## src/rtl/fld_pkg.sv

```systemverilog
package fld_pkg;
  localparam int unsigned FLD_WORD_W = 32;
  localparam int unsigned FLD_IMM_W  = 5;

  typedef struct packed {
    logic use_var_pos;
    logic use_imm;
    logic zero_fill;
  } fld_mode_t;
endpackage

```

## src/rtl/fld_pos_reg.sv

```systemverilog
module fld_pos_reg #(
  parameter int unsigned PW = 5
) (
  input  logic          clk,
  input  logic          rst_n,
  input  logic          wr_en,
  input  logic [PW-1:0] wr_data,
  output logic [PW-1:0] pos_q
);
  always_ff @(posedge clk or negedge rst_n) begin
    if (!rst_n) pos_q <= '0;
    else if (wr_en) pos_q <= wr_data;
  end

  // a write is visible in the following cycle
  p_pos_write_r5: assert property (@(posedge clk) disable iff (!rst_n)
    wr_en |=> pos_q == $past(wr_data));
  // without a write the stored position holds
  p_pos_hold_r5: assert property (@(posedge clk) disable iff (!rst_n)
    !wr_en |=> $stable(pos_q));
endmodule

```

## src/rtl/fld_operand_sel.sv

```systemverilog
module fld_operand_sel #(
  parameter int unsigned W  = 32,
  parameter int unsigned PW = 5,
  parameter int unsigned IW = 5
) (
  input  logic          use_imm,
  input  logic          use_var_pos,
  input  logic [W-1:0]  src,
  input  logic [IW-1:0] imm,
  input  logic [PW-1:0] imm_pos,
  input  logic [PW-1:0] reg_pos,
  output logic [W-1:0]  field_data,
  output logic [PW-1:0] eff_pos
);
  localparam int unsigned EXT_W = W - IW;

  function automatic logic [W-1:0] sext_imm(input logic [IW-1:0] v);
    return {{EXT_W{v[IW-1]}}, v};
  endfunction

  always_comb begin
    field_data = use_imm ? sext_imm(imm) : src;
    eff_pos    = use_var_pos ? reg_pos : imm_pos;
  end
endmodule

```

## src/rtl/fld_place.sv

```systemverilog
module fld_place #(
  parameter int unsigned W  = 32,
  parameter int unsigned PW = 5,
  parameter int unsigned LW = 6
) (
  input  logic [PW-1:0] pos,
  input  logic [LW-1:0] len,
  input  logic [W-1:0]  data,
  output logic [W-1:0]  mask,
  output logic [W-1:0]  placed
);
  // ones in the low n bits; n >= W yields all ones
  function automatic logic [W-1:0] low_ones(input logic [LW-1:0] n);
    logic [W-1:0] r;
    r = '0;
    for (int i = 0; i < W; i++)
      if (i < int'(n)) r[i] = 1'b1;
    return r;
  endfunction

  logic [W-1:0] len_mask;

  always_comb begin
    len_mask = low_ones(len);
    mask     = len_mask << pos;
    placed   = (data & len_mask) << pos;
  end
endmodule

```

## src/rtl/fld_insert_unit.sv

```systemverilog
module fld_insert_unit
  import fld_pkg::*;
#(
  parameter int unsigned W  = FLD_WORD_W,
  parameter int unsigned IW = FLD_IMM_W,
  parameter int unsigned PW = $clog2(W),
  parameter int unsigned LW = PW + 1
) (
  input  logic          clk,
  input  logic          rst_n,
  input  logic          pos_wr_en,
  input  logic [PW-1:0] pos_wr_data,
  input  logic          op_valid,
  input  logic          op_use_var_pos,
  input  logic          op_use_imm,
  input  logic          op_zero_fill,
  input  logic [PW-1:0] op_pos,
  input  logic [LW-1:0] op_len,
  input  logic [W-1:0]  op_src,
  input  logic [IW-1:0] op_imm,
  input  logic [W-1:0]  op_old_dst,
  output logic          res_valid,
  output logic [W-1:0]  res_data
);
  fld_mode_t    mode;
  logic [PW-1:0] stored_pos;
  logic [PW-1:0] eff_pos;
  logic [W-1:0]  field_data;
  logic [W-1:0]  fld_mask;
  logic [W-1:0]  fld_bits;
  logic [W-1:0]  merged;

  assign mode = '{use_var_pos: op_use_var_pos, use_imm: op_use_imm,
                  zero_fill: op_zero_fill};

  fld_pos_reg #(.PW(PW)) u_pos (
    .clk(clk), .rst_n(rst_n), .wr_en(pos_wr_en),
    .wr_data(pos_wr_data), .pos_q(stored_pos)
  );

  fld_operand_sel #(.W(W), .PW(PW), .IW(IW)) u_sel (
    .use_imm(mode.use_imm), .use_var_pos(mode.use_var_pos),
    .src(op_src), .imm(op_imm), .imm_pos(op_pos), .reg_pos(stored_pos),
    .field_data(field_data), .eff_pos(eff_pos)
  );

  fld_place #(.W(W), .PW(PW), .LW(LW)) u_place (
    .pos(eff_pos), .len(op_len), .data(field_data),
    .mask(fld_mask), .placed(fld_bits)
  );

  always_comb begin
    merged = fld_bits | (mode.zero_fill ? '0 : (op_old_dst & ~fld_mask));
  end

  always_ff @(posedge clk or negedge rst_n) begin
    if (!rst_n) begin
      res_valid <= 1'b0;
      res_data  <= '0;
    end else begin
      res_valid <= op_valid;
      if (op_valid) res_data <= merged;
    end
  end

  // one-cycle latency
  p_valid_lat_r9: assert property (@(posedge clk) disable iff (!rst_n)
    op_valid |=> res_valid);
  p_valid_idle_r9: assert property (@(posedge clk) disable iff (!rst_n)
    !op_valid |=> !res_valid);
  p_data_hold_r9: assert property (@(posedge clk) disable iff (!rst_n)
    !op_valid |=> $stable(res_data));
  // zero mode leaves nothing outside the field
  p_zero_outside_r2: assert property (@(posedge clk) disable iff (!rst_n)
    (op_valid && op_zero_fill) |=> (res_data & ~$past(fld_mask)) == '0);
  // merge mode keeps old destination outside the field
  p_merge_outside_r3: assert property (@(posedge clk) disable iff (!rst_n)
    (op_valid && !op_zero_fill) |=>
      (res_data & ~$past(fld_mask)) == ($past(op_old_dst) & ~$past(fld_mask)));
endmodule

```

## config.mk

```make
export PLATFORM = sky130hd
export DESIGN_NAME = fld_insert_unit
export DESIGN_NICKNAME = d
export VERILOG_FILES = /design/src/rtl/fld_pkg.sv /design/src/rtl/fld_pos_reg.sv /design/src/rtl/fld_operand_sel.sv /design/src/rtl/fld_place.sv /design/src/rtl/fld_insert_unit.sv
export SDC_FILE = /design/constraint.sdc
export NUM_CORES = 1
export LEC_CHECK = 0
export BUFFER_PORTS_ARGS = -buffer_cell sky130_fd_sc_hd__buf_2
export CAP_MARGIN = 10
export CORE_MARGIN = 1.5
export CORE_UTILIZATION = 43
export DETAILED_ROUTE_END_ITERATION = 7
export PLACE_DENSITY_LB_ADDON = 0.12
export SYNTH_ARGS = -nofsm -noshare
export SYNTH_HDL_FRONTEND = slang
export SYNTH_HIERARCHICAL = 1
export SYNTH_SLANG_ARGS = --single-unit
```

## constraint.sdc

```tcl
create_clock -name clk -period 2.5 [get_ports clk]
set_clock_uncertainty 0.05 [all_clocks]
set_input_delay 0.125 -clock clk [delete_from_list [all_inputs] [get_ports clk]]
set_output_delay 0.125 -clock clk [all_outputs]
set_load 0.03 [all_outputs]
```

==> Word level (Yosys, flattened, before mapping) <==
Cells that the tools add are included.
{ "totals": {"ff_bits": 38, "out_inout_bits": 33} }
{ "classes": {"order_cmp": 32, "shift": 2, "muxes": 35, "n_bitwise": 4} }
{ "ops": {"columns": ["cell", "n"], "rows": [
  ["less-than comparator 5 x 6 -> 1 bit (first input constant)", 16],
  ["AND 32 bit", 2],
  ["two-way mux 32 bit", 2],
  ["left shift 32 x 5 -> 32 bit", 2],
  ["less-than comparator 4 x 6 -> 1 bit (first input constant)", 8],
  ["two-way mux 1 bit", 32],
  ["NOT 32 bit", 1],
  ["bitwise OR 32 bit", 1],
  ["less-than comparator 3 x 6 -> 1 bit (first input constant)", 4],
  ["less-than comparator 1 x 6 -> 1 bit (first input constant)", 2],
  ["less-than comparator 2 x 6 -> 1 bit (first input constant)", 2],
  ["two-way mux 5 bit", 1]
]} }

==> Depth between registers and ports, before layout <==
Gate-level depths: netlist of the first run.
{ "depth": {"word_depth": 7, "mapped_depth": 12} }

==> Modules after synthesis <==
Netlist of the first run, hierarchy kept.
{ "by_module_without_submodules": {"columns": ["module", "instances", "cells_per_inst", "area_per_inst_um2"], "rows": [
  ["fld_place", 1, 614, 3763.6],
  ["fld_insert_unit", 1, 140, 1575.3],
  ["fld_operand_sel", 1, 44, 615.6],
  ["fld_pos_reg", 1, 10, 181.4]
]} }

==> Worst setup path before layout of the first run <==
OpenSTA, ideal clock, no wires.
{ "synth_path": {"path_type": "reg-to-reg", "start": "register u_pos.pos_q[0]", "end": "register res_data[30]", "setup_ps": 82, "arrival_time_ps": 2330, "t_required_ps": 2368, "path_slack_ps": 38, "path_stages_with_launch": 11, "path_buffers": 1, "synth_period_minus_slack_ps": 2462, "cell_sequence": "dfrtp_1 > mux2_2 > buf_2 > o31ai_1 > and2_1 > o211a_1 > a21oi_1 > a21oi_1 > a222oi_1 > or3b_1 > a31oi_1"} }
{ "synth_between": {"elab_chain_len": 6, "word_cells_on_any_way": 7, "classes_between": "shift (2); mux (2); bitwise (3)"} }
{ "synth_rtl": {"columns": ["element", "line_no", "text"], "rows": [
  ["from (decl)", "fld_pos_reg.sv:8", "output logic [PW-1:0] pos_q"],
  ["from (signal assigned)", "fld_pos_reg.sv:12", "else if (wr_en) pos_q <= wr_data;"],
  ["two-way mux 5 bit", "fld_operand_sel.sv:23", "eff_pos = use_var_pos ? reg_pos : imm_pos;"],
  ["net eff_pos[0]", "fld_insert_unit.sv:27", "logic [PW-1:0] eff_pos;"],
  ["left shift 32 x 5 -> 32 bit", "fld_place.sv:25", "mask = len_mask << pos;"],
  ["net fld_mask[30]", "fld_insert_unit.sv:29", "logic [W-1:0] fld_mask;"],
  ["NOT 32 bit", "fld_insert_unit.sv:53", "merged = fld_bits | (mode.zero_fill ? '0 : (op_old_dst & ~fld_mask));"],
  ["AND 32 bit", "fld_insert_unit.sv:53", null],
  ["two-way mux 32 bit", "fld_insert_unit.sv:53", null],
  ["bitwise OR 32 bit", "fld_insert_unit.sv:53", null],
  ["to (signal assigned)", "fld_insert_unit.sv:62", "if (op_valid) res_data <= merged;"],
  ["to (decl)", "fld_insert_unit.sv:23", "output logic [W-1:0] res_data"]
]} }
The timed path passes the listed nets, and every way through them passes these cells.
A chain may end at the register's enable or synchronous reset.

==> Final worst setup path of the first run <==
{ "layout_path": {"start": "register u_pos.pos_q[0]", "end": "register res_data[29]"} }
Same word-level chain as after synthesis.

==> results by group, run 1 <==
Floorplan
  – Die Footprint: 15,000 um2
  – Initial Utilization: 0.442
  – Die extent in x: 122 um
  – Rows: 43
  – Die extent in y: about 120 um
  – Core area: 13,900 um2
  – IO Pins: 125

Detailed routing
  – Drt pass-1 iters: 7
  – Vias per cell: 6.47
  – DRT iter0 DRCs: 867
  – Routed len/inst: ~23 um
  – Vias: 8,103
  – Drc violations: 0
  – Final WL: 28,600 um
  – Antenna Nets Post-Route: 0

Clocking
  – Reg clk slew, reported paths: 0.06 ns
  – CTS tree: done
  – Clock buffer depth: 2
  – Root buf cell: clkbuf_16
  – Sink Count: 38
  – CTS Buf Count: 5
  – Worst skew pair latency: between 0.2 and 0.3 ns
  – H-tree levels: 2

Placement
  – Placed cells: 1,233
  – Port Buf Inserts: 124
  – GPL Wtd Cong: approximately 1.0
  – Final HPWL DP: between 20,000 and 25,000 um
  – Dpl cell area: 8180 um2

STA
  – RSZ-0062 raised after global routing: yes
  – Final period util: 1.07
  – Final Hold Fails: 0
  – Fmax: 374 MHz
  – PnR worst setup slack: -0.173 ns
  – Fin crit period: 2.67 ns
  – Worst slew pin tran: roughly 0.9 ns
  – Rel. slew slack: 0.410
  – Final setup viols: 20
  – Count of pins over their slew limit: 0

GRT
  – Largest net degree at the start of global routing: 43
  – Gr ovfl total: 0
  – Vias in the first global route: 7,664
  – Total global-route track usage: 0.374
  – Initial antenna violation count: 0
  – First-pass GRT wire length: roughly 43,000 um

Logic synthesis
  – Seq/Total Area, Yosys: 0.155
  – Synth top area share: 0.155
  – Syn_nets: 900
  – Post-synthesis xor/xnor area fraction: 0
  – Synth top area cells: dfrtp_1 (15%), mux2i_1 (8.2%), mux2_4 (7.6%)
  – Async SR Flop Fraction: 1.00
  – Main combinational cell family by area after synthesis: compound AO/OA/AOI/OAI gates
  – Synth Area in Compound Gates: 0.362
  – Mux share of post-synthesis cell area: 0.198
  – Synthesis Warnings: 6
  – EDFF count, synth: 0
  – Post-synthesis register bit count: 38
  – Most area-hungry cell type in the Yosys netlist: dfrtp_1
  – Synth Cell Area: 6140 um2
  – Post-synth top flop: dfrtp_1
  – Synth cell types: 82
  – Post-Synth Simple-Gate Area: 0.191
  – Avg Cell Area, Syn: 7.59 um2
  – Synth Area in Adders: 0.00163
  – Synthesized instance count: 808

Cells and area
  – Commonest non-fill, non-tap cell in the layout: buf_4
  – Layout Utilization: 0.660
  – Final Instance Area: 9160 um2
  – Antenna diode count: 0
  – FILL cells: 1,214
  – Most frequent cells in the layout: buf_4 (200), buf_2 (124), nand2_1 (96), nor2_1 (60), mux2i_1 (46)
  – Layout cell share with drive strength beyond 1: 0.490
  – Post-Layout Cell Count: about 1,300
  – Final #Nets: 1,165
  – Area delta synth->final: 49.3%

Worst hold path
  – Worst hold path class: in2reg

Critical path
  – WS Path Type: reg2reg
  – Critical Path End Type: flop
  – Crit path DAT: 2.81 ns
  – R2R setup slack: -0.17 ns
  – Crit path max fanout: 9
  – CP required: 2.64 ns
  – Startpoint Class: flop

Flow run
  – # Max-Cap Violations: 0

Status
  – Failing checks: negative setup slack
  – Status: finished, violations left

Power
  – Worst VDD drop: 0.243 mV
  – Cell area power density: 482 nW/um2
  – LEAKAGE: about 4 nW
routing by layer:
layer | track usage | vias up | part of all wire
met5 | 0 | - | 0
met4 | 0.206 | 0 | 0.054
met3 | 0.0558 | 110 | 0.091
met2 | 0.595 | 549 | 0.45
met1 | 0.485 | 3813 | 0.40
li1 | - | 3631 | -
layout make-up:
class | instances | area, um2 | share of cell area
tap | 180 | 225 | 0.0246
sequential | 38 | 951 | 0.104
multi-input combinational | 665 | 5280 | 0.577
timing repair buffer | 349 | 2510 | 0.274
clock inverter | 2 | 10.0 | 0.00109
clock buffer | 5 | 125 | 0.0137
inverter | 14 | 58.8 | 0.00642
cell usage after synthesis, drive strengths merged (4+ instances only):
master / count
nand3: 21
a221oi: 8
a2111oi: 5
nand4: 4
nor2: 66
mux2i: 50
o211ai: 16
nor3: 21
o32ai: 6
o211a: 4
nand2: 97
nand2b: 8
o31ai: 40
and2: 8
o22ai: 16
a211oi: 18
a2bb2oi: 5
o21a: 7
a221o: 4
o21ai: 52
a21oi: 55
nor4: 5
a31oi: 14
mux2: 51
o2bb2ai: 4
buf: 48
and3: 9
o221ai: 6
clkbuf: 43
dfrtp: 38
inv: 13
a311oi: 4
power by group:
part           total [W]  switching (W)  internal, W
Clock           0.000615       0.000255     0.000360
Combinational    0.00299        0.00172      0.00126
Sequential      0.000818      0.0000729     0.000745
Total            0.00442        0.00205      0.00237
metrics by stage:
stage | TNS, ns | setup WS (ns) | hold WS [ns] | total power, W
after detailed placement | -3.89 | -0.305 | 0.238 | 0.00339
after CTS | -1.15 | -0.120 | 0.0146 | 0.00417
after global routing | -3.73 | -0.223 | 0.0215 | 0.00462
after floorplan | 0 | 0.0383 | -0.221 | 0.00229
after global placement | -3.01 | -0.265 | 0.222 | 0.00335
final | -1.73 | -0.173 | 0.0159 | 0.00442
repair_timing:
item                                    CTS  global route
hold endpoints to repair                 38             0
pin swaps                                16            32
gates resized for setup                  74            89
setup buffers                             6             9
endpoints found under the setup margin   24            28
gates cloned                              1             2
hold buffers                              1             0
cells by family after synthesis:
kind of cell,count (synthesis)
AOI/OAI and AO/OA,308
and+or+nand+nor,254
DFF,38
buffers and inverters,105
adders and majority gates,1
muxes,102
worst max-delay path, stage by stage, from the launching register on:
cell and delay (ns):
dfrtp_1 0.37, mux2_4 0.33, buf_12 0.17, buf_6 0.12, a211o_1 0.27, a221o_1 0.39, nor2_1 0.15, a21oi_1 0.07
o211ai_1 0.18, o21ai_1 0.10, buf_4 0.15, o31ai_1 0.22
path summary, 6_finish.rpt:
kind                                startpoint        endpoint  cells after the start
worst max register to register  u_pos/pos_q[0]    res_data[29]                     11
max in group asynchronous                rst_n    res_data[21]                      2
worst min-delay path            pos_wr_data[1]  u_pos/pos_q[1]                      2
worst max-delay path            u_pos/pos_q[0]    res_data[29]                     11
min in group asynchronous                rst_n     res_data[1]                      2
worst min register to register    res_data[28]    res_data[28]                      2
registers in the layout (all words and copies together), names as in the netlist:
register     count
res_valid        1
res_data        32
u_pos/pos_q      5
(Power assumes the default switching activity.)
==> run 2: changes to the inputs <==
CTS_BUF_LIST = sky130_fd_sc_hd__clkbuf_4   (was default)
==> run 2 against run 1 <==
  * The flow still finishes with violations (negative setup slack)
  * Worst setup slack worse by 0.0034 ns
  * Critical endpoint is now res_data[16]
  * Count of clock-buffer cells in the layout stayed put
  * Clock power down 47%
  * Maximum frequency shrank 0.13%
  * Register-to-register slack hardly changed
  * Critical path depth is the same
  * Highest routed layer unchanged
  * First-iteration DRC count rose by 2.7%
==> results by group, run 2 (synthesis results as in run 1) <==
Status
  – Status: finished, violations left
  – Failing checks: negative setup slack

Clocking
  – CTS tree: done
  – CTS Buf Count: 5 (unchanged)
  – Worst skew pair latency: 0.36 ns (+0.07 ns)
  – Root buf cell: clkbuf_4
  – Clock buffer depth: 2 (unchanged)
  – Reg clk slew, reported paths: 0.12 ns (+0.06 ns)
  – Sink Count: 38 (unchanged)
  – H-tree levels: 2 (unchanged)

GRT
  – Total global-route track usage: 0.376 (+0.00196)
  – Gr ovfl total: 0 (unchanged)
  – First-pass GRT wire length: 43,600 um (+1.3%)
  – Initial antenna violation count: 0 (unchanged)
  – Largest net degree at the start of global routing: 43 (unchanged)
  – Vias in the first global route: 7,781 (+1.5%)

STA
  – Rel. slew slack: 0.412 (+0.00262)
  – PnR worst setup slack: -0.176 ns (-0.00340 ns)
  – Setup_tns: -2.07 ns (-0.340 ns)
  – Fmax: 374 MHz (-0.13%)
  – RSZ-0062 raised after global routing: yes
  – Count of pins over their slew limit: 0 (unchanged)
  – Final Hold Fails: 0 (unchanged)
  – Worst slew pin tran: 0.882 ns (-0.00393 ns)
  – Final setup viols: 22 (+10%)
  – Fin crit period: 2.68 ns (+0.00340 ns)
  – Final period util: 1.07 (+0.00136)

Power
  – Comb power frac: 0.722 (+0.046)
  – Clk pwr share: 0.079 (-0.060)
  – LEAKAGE: 4.19 nW (+1.8%)
  – P_sw: 0.00200 W (-2.7%)
  – Cell area power density: 441 nW/um2 (-8.7%)
  – Switching Fraction: 0.486 (+0.0220)
  – Sequential Power Share: 0.199 (+0.014)
  – Int Pwr: 0.00211 W (-11%)
  – Worst VDD drop: 0.172 mV (-29%)

Cells and area
  – Area delta synth->final: 51.8%
  – Final #Nets: 1,198 (+2.8%)
  – Max reg flops: 32 (unchanged)
  – Top Registers: res_data (32), u_pos/pos_q (5), res_valid (1)
  – Commonest non-fill, non-tap cell in the layout: buf_4
  – Most frequent cells in the layout: buf_4 (202), buf_2 (124), nand2_1 (96), nor2_1 (56), mux2i_1 (48)
  – FILL cells: 1,200 (-1.2%)
  – Largest Register: res_data
  – Post-Layout Cell Count: 1,287 (+2.7%)
  – Layout cell share with drive strength beyond 1: 0.468 (-0.0219)

Placement
  – GPL Wtd Cong: 1.05 (unchanged)
  – Port Buf Inserts: 124 (unchanged)
  – Placed cells: 1,233 (unchanged)
  – Post-Place Setup Slack: -0.305 ns (unchanged)
  – Final HPWL DP: 22,100 um (unchanged)

Floorplan
  – Initial Utilization: 0.442 (unchanged)
  – IO Pins: 125 (unchanged)
  – Die extent in x: 122 um (unchanged)
  – Rows: 43 (unchanged)
  – Die Footprint: 15,000 um2 (unchanged)
  – Die extent in y: 122 um (unchanged)
  – Core area: 13,900 um2 (unchanged)

Detailed routing
  – Routed len/inst: 22.3 um (-2.4%)
  – Vias per cell: 6.43 (-0.52%)
  – Antenna Nets Post-Route: 0 (unchanged)
  – Vias: 8,280 (+2.2%)
  – Final WL: 28,700 um (+0.27%)
  – Drt pass-1 iters: 6 (-1)
  – Drc violations: 0 (unchanged)
  – DRT iter0 DRCs: 890 (+2.7%)

Critical path
  – CP required: 2.72 ns (+0.08 ns)
  – WS Path Type: reg2reg
  – Startpoint Class: flop
  – Crit path DAT: 2.90 ns (+0.09 ns)
  – Crit path max fanout: 9 (unchanged)
  – Critical Path End Type: flop

Worst hold path
  – Worst hold path class: in2reg

Flow run
  – # Max-Cap Violations: 0 (unchanged)
-- run 2: final timing paths --
| path | start | endpoint | slack, ns | cells after the start |
|---|---|---|---|---|
| max | u_pos/pos_q[0] | res_data[16] | -0.18 | 11 |
| min | pos_wr_en | u_pos/pos_q[1] | 0.04 | 2 |
| max reg2reg | u_pos/pos_q[0] | res_data[16] | -0.18 | 11 |
| min reg2reg | res_data[13] | res_data[13] | 0.45 | 2 |
| max in group asynchronous | rst_n | res_data[11] | 1.50 | 2 |
| min in group asynchronous | rst_n | res_data[4] | 0.36 | 2 |
-- run 2: layout make-up --
type,count,area (um2),share of cell area
clock inverter,2,10.0,0.00107
antenna,1,2.50,0.000269
timing repair buffer,382,2840,0.304
multi-input combinational,665,5190,0.558
inverter,14,58.8,0.00631
tap,180,225,0.0242
clock buffer,5,37.5,0.00403
sequential,38,951,0.102
-- run 2: power groups by stage --
stage,sequential [W],clock [W],combinational [W]
2_1_floorplan,0.00106,0,0.00123
3_3_place_gp,0.000818,0,0.00254
3_5_place_dp,0.000827,0,0.00256
4_1_cts,0.000816,0.000329,0.00278
5_1_grt,0.000830,0.000356,0.00312
6_report,0.000816,0.000325,0.00296
-- run 2: per-stage QoR --
step	utilization	total power [W]	area, um2	hold WS [ns]
2_1_floorplan	-	0.00229	6140	-0.221
3_3_place_gp	0.589	0.00335	8180	0.222
3_5_place_dp	0.589	0.00339	8180	0.238
4_1_cts	0.649	0.00393	9010	0.0338
5_1_grt	0.671	0.00431	9310	0.0469
6_report	0.671	0.00410	9310	0.0400
-- run 2: what timing repair did --
action	CTS	global route
hold buffers	37	0
endpoints found under the setup margin	25	28
pin swaps	17	25
gates resized for setup	83	59
buffers inserted	4	4
endpoints found under the hold margin	74	0
cloned	1	1
-- run 2: per-layer routing --
metal | global-route usage | wire, um | vias up
met5 | 0 | 0 | -
met4 | 0.188 | 1720 | 0
met3 | 0.0530 | 2820 | 132
met2 | 0.607 | 12900 | 554
met1 | 0.490 | 11300 | 3903
li1 | - | - | 3691
-- run 2: critical path, cell delays in order, from the launching register on --
cell and delay (ns):
dfrtp_1 0.39, mux2_4 0.32, clkbuf_16 0.20, buf_4 0.15, o21a_1 0.18, a31oi_1 0.16
o21ai_1 0.15, buf_4 0.18, a2bb2oi_1 0.15, o22ai_1 0.23, o21ai_0 0.15, o31ai_1 0.27
